[src/rtl/tcg_pkg.sv]
package tcg_pkg;
   typedef enum logic {
      TCG_CAPTURE  = 1'b0,
      TCG_WAVEFORM = 1'b1
   } tcg_mode_e;

   typedef struct packed {
      logic dis_bload;
      logic stop_bload;
      logic dis_ccmp;
      logic stop_ccmp;
   } tcg_opts_t;
endpackage

[src/rtl/tcg_event_decode.sv]
module tcg_event_decode
   import tcg_pkg::*;
(
   input  tcg_mode_e mode,
   input  tcg_opts_t opts,
   input  logic      bload_ev,
   input  logic      ccmp_ev,
   output logic      auto_dis,
   output logic      auto_stop
);
   logic cap_mode;
   logic wav_mode;

   assign cap_mode = (mode == TCG_CAPTURE);
   assign wav_mode = (mode == TCG_WAVEFORM);

   always_comb begin
      auto_dis  = (cap_mode & opts.dis_bload  & bload_ev) |
                  (wav_mode & opts.dis_ccmp   & ccmp_ev);
      auto_stop = (cap_mode & opts.stop_bload & bload_ev) |
                  (wav_mode & opts.stop_ccmp  & ccmp_ev);
   end
endmodule

[src/rtl/tcg_enable_latch.sv]
module tcg_enable_latch (
   input  logic clk,
   input  logic rst_n,
   input  logic en_cmd,
   input  logic dis_cmd,
   input  logic auto_dis,
   output logic en_next,
   output logic en_q
);
   logic clr_any;

   assign clr_any = dis_cmd | auto_dis;

   always_comb begin
      if (clr_any)      en_next = 1'b0;
      else if (en_cmd)  en_next = 1'b1;
      else              en_next = en_q;
   end

   always_ff @(posedge clk or negedge rst_n) begin
      if (!rst_n) en_q <= 1'b0;
      else        en_q <= en_next;
   end


   dis_wins_chk: assert property (@(posedge clk) disable iff (!rst_n)
      dis_cmd |=> !en_q);


   en_source_chk: assert property (@(posedge clk) disable iff (!rst_n)
      $rose(en_q) |-> $past(en_cmd));
endmodule

[src/rtl/tcg_run_latch.sv]
module tcg_run_latch (
   input  logic clk,
   input  logic rst_n,
   input  logic en_next,
   input  logic trig_any,
   input  logic stop_ev,
   output logic trig_acc,
   output logic run_q
);
   logic run_next;

   assign trig_acc = trig_any & en_next;

   always_comb begin
      if (!en_next)      run_next = 1'b0;
      else if (trig_any) run_next = 1'b1;
      else if (stop_ev)  run_next = 1'b0;
      else               run_next = run_q;
   end

   always_ff @(posedge clk or negedge rst_n) begin
      if (!rst_n) run_q <= 1'b0;
      else        run_q <= run_next;
   end


   trig_beats_stop_chk: assert property (@(posedge clk) disable iff (!rst_n)
      (trig_any && en_next) |=> run_q);
endmodule

[src/rtl/tcg_counter.sv]
module tcg_counter #(
   parameter int COUNT_W = 16
) (
   input  logic               clk,
   input  logic               rst_n,
   input  logic               tick,
   input  logic               gate,
   input  logic               trig_acc,
   output logic [COUNT_W-1:0] count
);
   logic clr_pend;
   logic step;

   assign step = tick & gate;

   always_ff @(posedge clk or negedge rst_n) begin
      if (!rst_n) begin
         count    <= '0;
         clr_pend <= 1'b0;
      end else begin
         if (step) begin
            if (clr_pend || trig_acc) count <= '0;
            else                      count <= count + 1'b1;
         end
         if (step)          clr_pend <= 1'b0;
         else if (trig_acc) clr_pend <= 1'b1;
      end
   end


   hold_when_idle_chk: assert property (@(posedge clk) disable iff (!rst_n)
      !(tick && gate) |=> $stable(count));


   clear_on_tick_chk: assert property (@(posedge clk) disable iff (!rst_n)
      (tick && gate && clr_pend) |=> (count == '0));
endmodule

[src/rtl/tcg_top.sv]
module tcg_top
   import tcg_pkg::*;
#(
   parameter int COUNT_W = 16,
   parameter int TRIG_W  = 4,
   parameter logic [TRIG_W-1:0] TRIG_MASK = '1
) (
   input  logic               clk,
   input  logic               rst_n,
   input  logic               tick,
   input  logic               en_cmd,
   input  logic               dis_cmd,
   input  logic [TRIG_W-1:0]  trig,
   input  logic               wave_mode,
   input  logic               opt_dis_bload,
   input  logic               opt_stop_bload,
   input  logic               opt_dis_ccmp,
   input  logic               opt_stop_ccmp,
   input  logic               bload_ev,
   input  logic               ccmp_ev,
   output logic               cnt_gate,
   output logic               clk_en_sta,
   output logic               io_inputs,
   output logic [COUNT_W-1:0] count
);
   if (COUNT_W < 2) begin : g_bad_width
      $error("tcg_top: COUNT_W must be at least 2");
   end
   if (TRIG_W < 1) begin : g_bad_trig
      $error("tcg_top: TRIG_W must be at least 1");
   end

   tcg_mode_e         mode;
   tcg_opts_t         opts;
   logic [TRIG_W-1:0] trig_used;
   logic              trig_any;
   logic              auto_dis;
   logic              auto_stop;
   logic              en_next;
   logic              en_q;
   logic              run_q;
   logic              trig_acc;

   assign mode = wave_mode ? TCG_WAVEFORM : TCG_CAPTURE;
   assign opts = '{dis_bload: opt_dis_bload, stop_bload: opt_stop_bload,
                   dis_ccmp: opt_dis_ccmp, stop_ccmp: opt_stop_ccmp};

   for (genvar gi = 0; gi < TRIG_W; gi++) begin : g_trig
      if (TRIG_MASK[gi]) begin : g_on
         assign trig_used[gi] = trig[gi];
      end else begin : g_off
         assign trig_used[gi] = 1'b0;
      end
   end
   assign trig_any = |trig_used;

   tcg_event_decode u_dec (
      .mode      (mode),
      .opts      (opts),
      .bload_ev  (bload_ev),
      .ccmp_ev   (ccmp_ev),
      .auto_dis  (auto_dis),
      .auto_stop (auto_stop)
   );

   tcg_enable_latch u_en (
      .clk      (clk),
      .rst_n    (rst_n),
      .en_cmd   (en_cmd),
      .dis_cmd  (dis_cmd),
      .auto_dis (auto_dis),
      .en_next  (en_next),
      .en_q     (en_q)
   );

   tcg_run_latch u_run (
      .clk      (clk),
      .rst_n    (rst_n),
      .en_next  (en_next),
      .trig_any (trig_any),
      .stop_ev  (auto_stop),
      .trig_acc (trig_acc),
      .run_q    (run_q)
   );

   assign cnt_gate   = en_q & run_q;
   assign clk_en_sta = en_q;
   assign io_inputs  = (mode == TCG_CAPTURE);

   tcg_counter #(.COUNT_W(COUNT_W)) u_cnt (
      .clk      (clk),
      .rst_n    (rst_n),
      .tick     (tick),
      .gate     (cnt_gate),
      .trig_acc (trig_acc),
      .count    (count)
   );


   run_needs_en_chk: assert property (@(posedge clk) disable iff (!rst_n)
      run_q |-> en_q);


   stop_clears_gate_chk: assert property (@(posedge clk) disable iff (!rst_n)
      (auto_stop && !trig_any) |=> !cnt_gate);


   cap_dis_chk: assert property (@(posedge clk) disable iff (!rst_n)
      (!wave_mode && opt_dis_bload && bload_ev) |=> !clk_en_sta);


   wav_dis_chk: assert property (@(posedge clk) disable iff (!rst_n)
      (wave_mode && opt_dis_ccmp && ccmp_ev) |=> !clk_en_sta);
endmodule

[config.mk]
export PLATFORM = sky130hd
export DESIGN_NAME = tcg_top
export DESIGN_NICKNAME = d
export VERILOG_FILES = /design/src/rtl/tcg_pkg.sv /design/src/rtl/tcg_event_decode.sv /design/src/rtl/tcg_enable_latch.sv /design/src/rtl/tcg_run_latch.sv /design/src/rtl/tcg_counter.sv /design/src/rtl/tcg_top.sv
export SDC_FILE = /design/constraint.sdc
export NUM_CORES = 1
export LEC_CHECK = 0
export BUFFER_PORTS_ARGS = -buffer_cell sky130_fd_sc_hd__buf_2
export CAP_MARGIN = 15
export CORE_AREA = 5 5 65 67
export DETAILED_ROUTE_END_ITERATION = 8
export DIE_AREA = 0 0 70 72
export GPL_TIMING_DRIVEN = 0
export HOLD_SLACK_MARGIN = 0.06
export PLACE_DENSITY_LB_ADDON = 0.05
export SYNTH_ARGS = -nofsm -noshare
export SYNTH_HDL_FRONTEND = slang
export SYNTH_SLANG_ARGS = --single-unit
[constraint.sdc]
create_clock -name clk -period 2.8 [get_ports clk]
set_input_delay 0 -clock clk [delete_from_list [all_inputs] [get_ports clk]]
set_output_delay 0 -clock clk [all_outputs]
set_load 0.05 [all_outputs]
== Word level (Yosys, flattened, before mapping) ==
Cells that the tools add are included.

* Bits of input ports: 16
* Output and inout port bits: 19
* Logic and storage cells: 33
* Register bits: 19

* $add $sub $neg: 1
* Reduce and logical (&&, ||, !) cells: 3
* Bitwise operators: 15
* Equality and inequality tests: 1
* Mux-type cells: 9

{| class="wikitable"
|+ Operators by type and width
! cell !! count
|-
| $add A16 B1 Y16 const B || 1
|-
| $mux W16 || 1
|-
| $and A1 B1 Y1 || 11
|-
| $mux W1 || 8
|-
| $reduce_or A4 Y1 || 1
|-
| $ne A3 B2 Y1 const B || 1
|-
| $or A1 B1 Y1 || 3
|-
| $reduce_bool A2 Y1 || 1
|-
| $logic_or A1 B1 Y1 || 1
|-
| $not A1 Y1 || 1
|}

== Longest topological paths before layout ==
Gate-level depths: netlist of the first run.

* Depth after elaboration: 10
* Gate-level depth with buffers: 5
* Gate-level depth less buffers: 5

== Cells and area by module ==
A second synthesis of the first run with hierarchy kept.

* Cell total of the unflattened synthesis: 109
* Area total of the unflattened synthesis: 1,003.5 µm²

{| class="wikitable"
|+ Modules (own cells, without submodules)
! module !! cells an instance !! area each (µm²) !! instances !! seq. area each (µm²)
|-
| tcg_counter || 93 || 867.1 || 1 || 425.4
|-
| tcg_run_latch || 4 || 52.6 || 1 || 25.0
|-
| tcg_enable_latch || 3 || 38.8 || 1 || 25.0
|-
| tcg_event_decode || 6 || 27.5 || 1 || 0.0
|-
| tcg_top || 3 || 17.5 || 1 || 0.0
|}

== Least setup slack after synthesis of the first run ==
No wires, ideal clock.

* Path kind: register to register
* Start: reg u_cnt.count[0]
* End: reg u_cnt.count[12]
* Library setup time: 0.087 ns
* Required time: 2.713 ns
* Arrival time: 2.069 ns
* Period minus slack after synthesis: 2.156 ns
* Cell stages (with the launch flop): 6
* Setup slack: 0.644 ns
* Path buffers: 0
* Cells stage by stage: dfrtp_1 > ha_1 > nand3_1 > or3_1 > or4_1 > a22oi_1

* Longest elaborated chain between the ends: 2

{| class="wikitable"
|+ RTL lines
! element !! RTL line !! source
|-
| start: declaration || tcg_counter.sv:9 || <nowiki>output logic [COUNT_W-1:0] count</nowiki>
|-
| start signal: assignment || tcg_counter.sv:23 || <nowiki>else count <= count + 1'b1;</nowiki>
|-
| $add A16 B1 Y16 || tcg_counter.sv:23 ||
|-
| $mux W16 || tcg_counter.sv:22 || <nowiki>if (clr_pend || trig_acc) count <= '0;</nowiki>
|}

Every way passes these cells.
A chain may end at the register's enable or synchronous reset.

== Worst setup path after layout of the first run ==
* Start: in trig[2]
* End: reg u_run.run_q

* Longest elaborated chain between the ends: 3
* Elaborated cells between the ends (all ways): 4
* Those cells by class: 1 x eq/ne; 2 x mux; 1 x reduce/logical

{| class="wikitable"
|+ RTL lines
! element !! RTL line !! source
|-
| start: declaration || tcg_top.sv:13 || <nowiki>input logic [TRIG_W-1:0] trig,</nowiki>
|-
| $reduce_or A4 Y1 (*) || tcg_top.sv:55 || <nowiki>assign trig_any = |trig_used;</nowiki>
|-
| $mux W1 || tcg_run_latch.sv:16 || <nowiki>else if (trig_any) run_next = 1'b1;</nowiki>
|-
| $mux W1 || tcg_run_latch.sv:15 || <nowiki>if (!en_next) run_next = 1'b0;</nowiki>
|-
| end signal: assignment || tcg_run_latch.sv:23 || <nowiki>else run_q <= run_next;</nowiki>
|-
| end: declaration || tcg_run_latch.sv:8 || <nowiki>output logic run_q</nowiki>
|}

Every way passes the cells marked *; elsewhere a longest branch is shown, timed or not.

==> results of run 1 <==
==> layer usage <==
| metal | vias up | GRT usage (%) | wire length [um] |
|---|---|---|---|
| li1 | 489 | - | - |
| met1 | 478 | 14.03 | 1243 |
| met2 | 20 | 19.10 | 1326 |
| met3 | 4 | 3.878 | 118 |
| met4 | 0 | 3.404 | 39 |
| met5 | - | 0 | 0 |
==> cell type report <==
cell class	count	share of cell area [%]
Buffer	5	1.521
Clock buffer	3	1.711
Clock inverter	1	0.3802
Inverter	5	1.426
Multi-Input combinational cell	79	38.31
Sequential cell	19	36.12
Tap cell	48	4.563
Timing Repair Buffer	38	15.97
==> synth_stat cells (2+ instances only) <==
library cell	instances	area [um2]
or3_1	4	25.02
xnor2_1	5	43.79
o31ai_1	4	30.03
nand4_1	2	12.51
clkbuf_1	4	15.01
a21oi_1	7	35.03
and3_1	2	12.51
nor4_1	4	25.02
o211ai_1	2	15.01
o21bai_1	2	15.01
o21ai_0	6	30.03
and2_1	2	12.51
nand3_2	2	20.02
dfrtp_1	19	475.5
or4_1	5	37.54
nand2_1	11	41.29
inv_1	5	18.77
a22oi_1	6	45.04
nand3_1	5	25.02
==> flip-flops by register name, summed over array words and instances (netlist names) <==
| signal | flops |
|---|---|
| u_run.run_q | 1 |
| u_en.en_q | 1 |
| u_cnt.count | 16 |
| u_cnt.clr_pend | 1 |
==> timing repair <==
item | in CTS | in global routing
hold endpoints to repair | 20 | 0
buffers inserted | 0 | 0
gates resized for setup | 0 | 0
hold buffers | 4 | 0
==> cells by family after synthesis <==
logic type / after synthesis / synth area share [%]
AO/OA/AOI/OAI: 29 / 18.55
adder cells (fa/ha/maj): 1 / 1.228
XOR/XNOR: 6 / 5.160
flip-flops: 19 / 46.68
AND/OR/NAND/NOR: 43 / 24.57
buffers and inverters: 10 / 3.808
==> placed cells by master, fill, tap and decap left out, types with 3 or more instances in the layout <==
| cell | count |
|---|---|
| buf_2 | 35 |
| dfrtp_1 | 19 |
| nand2_1 | 11 |
| a21oi_1 | 7 |
| a22oi_1 | 6 |
| o21ai_0 | 6 |
| inv_1 | 5 |
| or4_1 | 5 |
| nand3_1 | 5 |
| xnor2_1 | 5 |
| clkbuf_1 | 4 |
| nor4_1 | 4 |
| o31ai_1 | 4 |
| or3_1 | 4 |
| dlygate4sd3_1 | 4 |
| clkbuf_4 | 3 |
==> worst register-to-register path: stages (launching register included) <==
cell and delay, ns:
dfrtp_1 0.42, o21bai_1 0.07, a311o_1 0.35, o21bai_1 0.52, clkbuf_1 0.46, a22oi_1 0.17
==> worst max path at each step <==
stage                         from               to  slack (ns)  depth (start not counted)
finish                     trig[2]      u_run.run_q        0.68                          6
global route               trig[2]      u_run.run_q        0.53                          6
CTS                        trig[2]      u_run.run_q        0.69                          6
detailed placement       u_en.en_q   u_cnt.count[9]        0.72                          5
global placement         u_en.en_q   u_cnt.count[9]        0.68                          5
floorplan           u_cnt.count[0]  u_cnt.count[12]        0.64                          5
==> report_power, final <==
group          switching, uW  internal (uW)
Sequential              17.9            287
Combinational           75.1           31.8
Clock                   92.3           53.4
==> stage by stage <==
step / std cells / total power [uW]
after floorplan: 108 / 374.2
after global placement: 190 / 412.8
after detailed placement: 190 / 414.9
after CTS: 198 / 564.1
after global routing: 198 / 588.6
final: 198 / 557.5
==> summary.txt, run 1 <==
Top-Level Pins = 35
Cell Chain, Critical Path = dlygate4sd3_1 > buf_2 > nor4_1 > dlygate4sd3_1 > a21oi_1 > dlygate4sd3_1
DP Worst Slack = 0.7153 ns
Worst reg2reg path depth = 5
Initial antenna violation count = 0
Drt drc = 0
Layout cells sized above 1 = 28.00%
Grt total ovfl = 0
I/O Buffers = 34
Startpoint Class = input pin
Yosys reg bits = 19
Final setup margin = 0.6822 ns
Min-delay src = opt_dis_bload
Chip height = 72 um
Num CTS Buffers = 3
Worst-case clock skew = 0.02197 ns
Hold slack = 0.1220 ns
CP Max Fanout = 4
Full die area = 5040 um2
Area occupied by multi-input gates = 504.2 um2
Max-slew violation count = 0
Critical Path AT = 2.33 ns
Area growth syn-to-layout = 29.24%
CTS clk-pin slew, worst paths = 0.13 ns
Routed WL = 2727 um
Initial Util = 28.46%
Via count = 991
Critical path type = in2reg
Hold Path End = u_en.en_q
Tot GR Track Use = 11.43%
Initial DRC count = 110
R2R Path Start = u_en.en_q
Row count = 22
Clock Sinks = 19
Fin crit share = 75.64%
Reg area = 475.5 um2
Final instance area = 1316 um2
Global-route wire length before repair = 4629 um
Cell family with most CP delay = buffers and inverters
Critical path endpoint category = flip-flop
Status = completed
Slew headroom = 60.74%
Core region area = 3578 um2
Final setup viols = 0
Synthesized cell area = 1018 um2
Worst min path class = in2reg
Post-Syn Nets = 125
CP Buf/Inv Count = 4
Layout Utilization = 36.78%
P_leak = 0.0006250 uW
Clock buffer depth = 2
Post-synth ARST share = 100.0%
Ys Warns = 0
EDFF count, synth = 0
RSZ-0062 raised after global routing = no
TritonCTS clock tree = yes
RD Place Congestion = 0.6819
Synth Instances = 108
Crit path top cell by count = dlygate4sd3_1
Crit path time final = 2.118 ns
Reg2Reg Setup Slack = 0.69 ns
Avg Inst Size Synth = 9.430 um2
Drt wl/cell = 13.77 um
Synth unique cells = 30
Fillers = 403
Drt via density = 5.005
Hpwl dp = 2037 um
# diodes = 0
Final hold vios = 0
Pin count of the biggest net entering global routing = 20
Area of placed instances = 1249 um2
PwrDens = 423.6 nW/um2
Sequential element share of the synthesized area = 46.68%
Vias in the first global route = 997
Fmax = 472.2 MHz
Final #Nets = 168
VDD IR max = 0.2339 mV
WHS Path Cells = 3
Worst path slowest cell = dlygate4sd3_1
Drt pass-1 iters = 4
CTS H-Tree Depth = 1
Setup tns final = 0 ns
Reg2reg end = u_cnt.count[9]
Critical Path RT = 3.02 ns
CTS root buf = clkbuf_4
Slew @ Worst Pin = 0.5836 ns
Top_reg_cell synth = dfrtp_1
Total of max-cap violations = 0
Clock latency on the worst-skew pair = 0.31 ns
Die W = 70 um
Antenna Nets Post-Route = 0
Crit path largest cell delay = 0.63 ns
Power figures use the tool's default switching activity.
==> inputs of run 2 (changes only) <==
==> constraint.sdc (replaced) <==
create_clock -name clk -period 1.8 [get_ports clk]
set_input_delay 0 -clock clk [delete_from_list [all_inputs] [get_ports clk]]
set_output_delay 0 -clock clk [all_outputs]
set_load 0.05 [all_outputs]
==> summary.txt, run 2 (synthesis results as in run 1) <==
Final instance area = 1501 um2 (+14%)
Drt wl/cell = 14.13 um (+2.6%)
CP Launch Point = u_cnt.count[1]
CTS root buf = clkbuf_4
Fillers = 371 (-7.9%)
Die W = 70 um (unchanged)
Initial DRC count = 22 (-80%)
Row count = 22 (unchanged)
Gate power share = 25.9% (+6.7 points)
Max FFs per register = 16 (unchanged)
Tot GR Track Use = 12.01% (+0.58 points)
Max-slew violation count = 0 (unchanged)
Area growth syn-to-layout = 47.42%
Power share of the clock group = 23.2% (-2.9 points)
CP Max Fanout = 8 (+4)
Crit path time final = 1.759 ns
Slew @ Worst Pin = 0.5061 ns (-0.07748 ns)
I/O Buffers = 34 (unchanged)
Clock Sinks = 19 (unchanged)
CTS H-Tree Depth = 1 (unchanged)
Core region area = 3578 um2 (unchanged)
P_leak = 0.0006621 uW (+5.9%)
Total of max-cap violations = 0 (unchanged)
Area occupied by multi-input gates = 588.1 um2 (+17%)
Met1 wire length = 1418 um (+14%)
Drt drc = 0 (unchanged)
Initial Util = 28.46% (unchanged)
RSZ-0062 raised after global routing = yes
RD Place Congestion = 0.7666 (+12%)
CTS clk-pin slew, worst paths = 0.11 ns (-0.02 ns)
Top-Level Pins = 35 (unchanged)
TritonCTS clock tree = yes
Antenna Nets Post-Route = 0 (unchanged)
Num CTS Buffers = 3 (unchanged)
WL met2 = 1307 um (-1.4%)
Fin crit share = 97.71%
Met3 wire length = 192 um (+63%)
Area of placed instances = 1304 um2 (+4.4%)
Critical Path RT = 2.01 ns (-1.01 ns)
Full die area = 5040 um2 (unchanged)
Setup tns final = 0 ns (unchanged)
Min-delay src = opt_stop_ccmp
Status = completed
Final hold vios = 0 (unchanged)
Drt pass-1 iters = 4 (unchanged)
Switching power = 303.1 uW (+64%)
Via count = 1,024 (+3.3%)
Sw Share = 32.42% (-0.82 points)
Critical Path AT = 1.97 ns (-0.36 ns)
Reg2Reg Setup Slack = 0.04 ns (-0.65 ns)
Final setup viols = 0 (unchanged)
Vias in the first global route = 1,051 (+5.4%)
Reg area = 490.5 um2 (+3.2%)
PwrDens = 622.7 nW/um2 (+47%)
Most common cell after layout, fill and taps aside = buf_2
VDD IR max = 0.1985 mV (-15%)
Hpwl dp = 2065 um (+1.4%)
Fmax = 568.6 MHz
Critical path type = reg2reg
Highest Signal Layer = met4
Slew headroom = 65.98% (+5.2 points)
Worst min path class = in2reg
Internal power = 631.8 uW (+70%)
Clock latency on the worst-skew pair = 0.29 ns (-0.02 ns)
Critical path endpoint category = flip-flop
Grt total ovfl = 0 (unchanged)
Initial antenna violation count = 0 (unchanged)
Global-route wire length before repair = 4926 um (+6.4%)
Hold slack = 0.06325 ns (-0.05872 ns)
Final #Nets = 178 (+6.0%)
# diodes = 0 (unchanged)
Clock buffer depth = 2 (unchanged)
R2R Path Start = u_cnt.count[1]
Total power = 934.9 uW (+68%)
Startpoint Class = flip-flop
Largest reg by FF count = u_cnt.count
Routed WL = 2939 um (+7.8%)
Chip height = 72 um (unchanged)
Worst-case clock skew = 0.002039 ns (-0.01993 ns)
Pin count of the biggest net entering global routing = 20 (unchanged)
Drt via density = 4.923 (-1.6%)
Layout Utilization = 41.96% (+5.2 points)
Sequential Power Share = 50.9% (-3.8 points)
Most frequent cells in the layout = 34 x buf_2, 12 x dfrtp_2, 11 x nand2_1, 11 x buf_4
Layout cells sized above 1 = 46.25% (+18 points)
-- run 2: final cells by class --
cell class	count	area share (%)
flip-flops and latches	19	32.67
multi-input cells	79	39.17
well taps	48	4.000
clock buffers	4	1.750
inverters	5	1.250
repair buffers	50	20.17
plain buffers	3	1.000
-- run 2: power by group through the flow --
stage               Combinational (uW)  Sequential, uW  Clock, uW
finish                             242             476        217
CTS                                229             471        231
detailed placement                 165             494          0
global route                       261             480        246
floorplan                         51.6             543          0
global placement                   163             493          0
-- run 2: worst max-delay path, stage by stage, from the launching register on --
cell     delay, ns
dfrtp_2       0.43
nand3_4       0.09
or4_4         0.60
or4_1         0.41
a22oi_1       0.15
-- run 2: layer usage --
| layer | track usage, % | vias up |
|---|---|---|
| met5 | 0 | - |
| met4 | 3.830 | 0 |
| met3 | 3.324 | 2 |
| met2 | 20.36 | 28 |
| met1 | 14.87 | 489 |
| li1 | - | 505 |
-- run 2: final timing paths --
path                            cells after the start               to
worst min register to register                      2   u_cnt.count[5]
worst max-delay path                                4  u_cnt.count[13]
max in group asynchronous                           2   u_cnt.count[0]
worst min-delay path                                4      u_run.run_q
min in group asynchronous                           2   u_cnt.count[1]
worst max register to register                      4  u_cnt.count[13]
-- run 2: what timing repair did --
| action | CTS | global route |
|---|---|---|
| endpoints found under the hold margin | 20 | 1 |
| buffers inserted | 6 | 5 |
| setup endpoints to repair | 11 | 12 |
| pin swaps | 3 | 9 |
| gates resized for setup | 4 | 8 |
| hold buffers | 3 | 2 |
-- run 2: stage by stage --
step / setup WS [ns] / std cells
2_1_floorplan: -0.1381 / 108
3_3_place_gp: -0.1064 / 190
3_5_place_dp: -0.09964 / 190
4_1_cts: 0.008469 / 202
5_1_grt: -0.03890 / 208
6_report: 0.04121 / 208
==> inputs of run 3 (changes only) <==
--- a/config.mk
+++ b/config.mk
@@ -7,12 +7,13 @@
 export LEC_CHECK = 0
 export BUFFER_PORTS_ARGS = -buffer_cell sky130_fd_sc_hd__buf_2
 export CAP_MARGIN = 15
-export CORE_AREA = 5 5 65 67
+export CORE_AREA = 2 2 62 64
 export DETAILED_ROUTE_END_ITERATION = 8
-export DIE_AREA = 0 0 70 72
+export DIE_AREA = 0 0 64 66
 export GPL_TIMING_DRIVEN = 0
 export HOLD_SLACK_MARGIN = 0.06
 export PLACE_DENSITY_LB_ADDON = 0.05
+export SETUP_SLACK_MARGIN = 0.05
 export SYNTH_ARGS = -nofsm -noshare
 export SYNTH_HDL_FRONTEND = slang
 export SYNTH_SLANG_ARGS = --single-unit
==> summary.txt, run 3 (synthesis results as in run 1) <==
Crit path time final = 1.771 ns (+0.01248 ns)
Final setup viols = 0 (unchanged)
Critical path endpoint category = flip-flop
# diodes = 0 (unchanged)
Max FFs per register = 16 (unchanged)
Internal power = 623.7 uW (-1.3%)
CTS H-Tree Depth = 1 (unchanged)
Final hold vios = 0 (unchanged)
Critical Path AT = 2.02 ns (+0.05 ns)
Switching power = 319.9 uW (+5.5%)
RSZ-0062 raised after global routing = yes
Initial antenna violation count = 0 (unchanged)
Initial Util = 28.68% (+0.22 points)
Via count = 1,064 (+3.9%)
Worst-case clock skew = 0.005908 ns (+0.003870 ns)
Max-slew violation count = 0 (unchanged)
Power share of the clock group = 24.9% (+1.7 points)
Antenna Nets Post-Route = 0 (unchanged)
Startpoint Class = flip-flop
Drt via density = 5.019 (+1.9%)
Core region area = 3551 um2 (-0.77%)
Sw Share = 33.90% (+1.5 points)
Largest reg by FF count = u_cnt.count
CP Max Fanout = 8 (unchanged)
Fmax = 564.6 MHz (-0.70%)
Grt total ovfl = 0 (unchanged)
Most common cell after layout, fill and taps aside = buf_2
Drt wl/cell = 14.32 um (+1.3%)
Initial DRC count = 18 (-18%)
Clock latency on the worst-skew pair = 0.31 ns (+0.02 ns)
I/O Buffers = 34 (unchanged)
Drt pass-1 iters = 4 (unchanged)
Final #Nets = 182 (+2.2%)
Pin count of the biggest net entering global routing = 20 (unchanged)
Gate power share = 24.7% (-1.2 points)
Critical Path RT = 2.05 ns (+0.04 ns)
Worst min path class = in2reg
Tot GR Track Use = 15.17% (+3.2 points)
PwrDens = 596.7 nW/um2 (-4.2%)
CTS root buf = clkbuf_4
P_leak = 0.0006814 uW (+2.9%)
Chip height = 66 um (-8.3%)
Global-route wire length before repair = 4850 um (-1.5%)
Top-Level Pins = 35 (unchanged)
Hold slack = 0.07727 ns (+0.01402 ns)
Row count = 22 (unchanged)
Sequential Power Share = 50.5% (-0.4 points)
Area growth syn-to-layout = 55.28%
Slew headroom = 59.44% (-6.5 points)
Vias in the first global route = 1,025 (-2.5%)
Clock Sinks = 19 (unchanged)
Hpwl dp = 1934 um (-6.3%)
CTS clk-pin slew, worst paths = 0.12 ns (about the same)
Num CTS Buffers = 3 (unchanged)
Full die area = 4224 um2 (-16%)
Most frequent cells in the layout = 34 x buf_2, 14 x buf_4, 13 x dfrtp_2, 11 x nand2_1, 7 x a21oi_1
Critical path type = reg2reg
Slew @ Worst Pin = 0.6034 ns (+0.09729 ns)
Clock buffer depth = 2 (unchanged)
Setup tns final = 0 ns (unchanged)
Drt drc = 0 (unchanged)
Layout cells sized above 1 = 53.66% (+7.4 points)
RD Place Congestion = 0.7121 (-7.1%)
Routed WL = 3035 um (+3.3%)
VDD IR max = 0.2348 mV (+18%)
TritonCTS clock tree = yes
Fin crit share = 98.40% (+0.69 points)
Total of max-cap violations = 0 (unchanged)
Status = completed
Die W = 64 um (-8.6%)
==> run 3: layer usage <==
| metal | global-route usage (%) | vias to the layer above | share of wire (%) |
|---|---|---|---|
| li1 | - | 515 | - |
| met1 | 19.96 | 520 | 46 |
| met2 | 24.48 | 24 | 49 |
| met3 | 2.555 | 5 | 2.7 |
| met4 | 6.522 | 0 | 1.6 |
| met5 | 0 | - | 0 |
==> run 3: worst paths after layout <==
path	slack [ns]	start	end	cells past startpoint
max	0.03	u_cnt.count[1]	u_cnt.count[15]	4
min	0.08	opt_stop_bload	u_run.run_q	4
min reg2reg	0.57	u_cnt.count[5]	u_cnt.count[5]	2
max in group asynchronous	1.31	rst_n	u_cnt.count[0]	2
max reg2reg	0.03	u_cnt.count[1]	u_cnt.count[15]	4
min in group asynchronous	0.15	rst_n	u_run.run_q	2
==> run 3: power by group through the flow <==
stage / combinational [uW] / sequential, uW / clock (uW)
global route: 249 / 479 / 270
detailed placement: 163 / 495 / 0
floorplan: 51.6 / 543 / 0
finish: 233 / 476 / 235
global placement: 161 / 492 / 0
CTS: 213 / 471 / 242
==> run 3: critical path: stages, from the launching register on <==
cell and delay [ns]:
dfrtp_2 0.44, nand3_4 0.08, or4_4 0.59, or4_4 0.43
a22oi_2 0.15
==> run 3: per-stage QoR <==
step / area (um2) / total power, uW / util, % / worst slack, ns / std cells
2_1_floorplan: 1074 / 594.8 / - / -0.1381 / 108
3_3_place_gp: 1304 / 653.1 / 36.72 / -0.07911 / 190
3_5_place_dp: 1304 / 658.1 / 36.72 / -0.08055 / 190
4_1_cts: 1415 / 926.9 / 39.85 / 0.05174 / 202
5_1_grt: 1582 / 998.0 / 44.54 / -0.03266 / 212
6_report: 1582 / 943.6 / 44.54 / 0.02872 / 212
==> run 3: area by class of cell <==
class	count	area (um2)
Buffer	3	15.01
Timing Repair Buffer	54	335.3
Clock buffer	4	26.28
Tap cell	48	60.06
Multi-Input combinational cell	79	634.4
Sequential cell	19	491.7
Inverter	5	18.77
Fill cell	349	1969
==> run 3: what timing repair did <==
action                                  in CTS  in global routing
pin swaps                                    5                  5
resized for setup                            4                 19
endpoints found under the setup margin      12                 13
setup buffers                                8                  6
hold endpoints to repair                    20                  1
hold buffers                                 2                  4
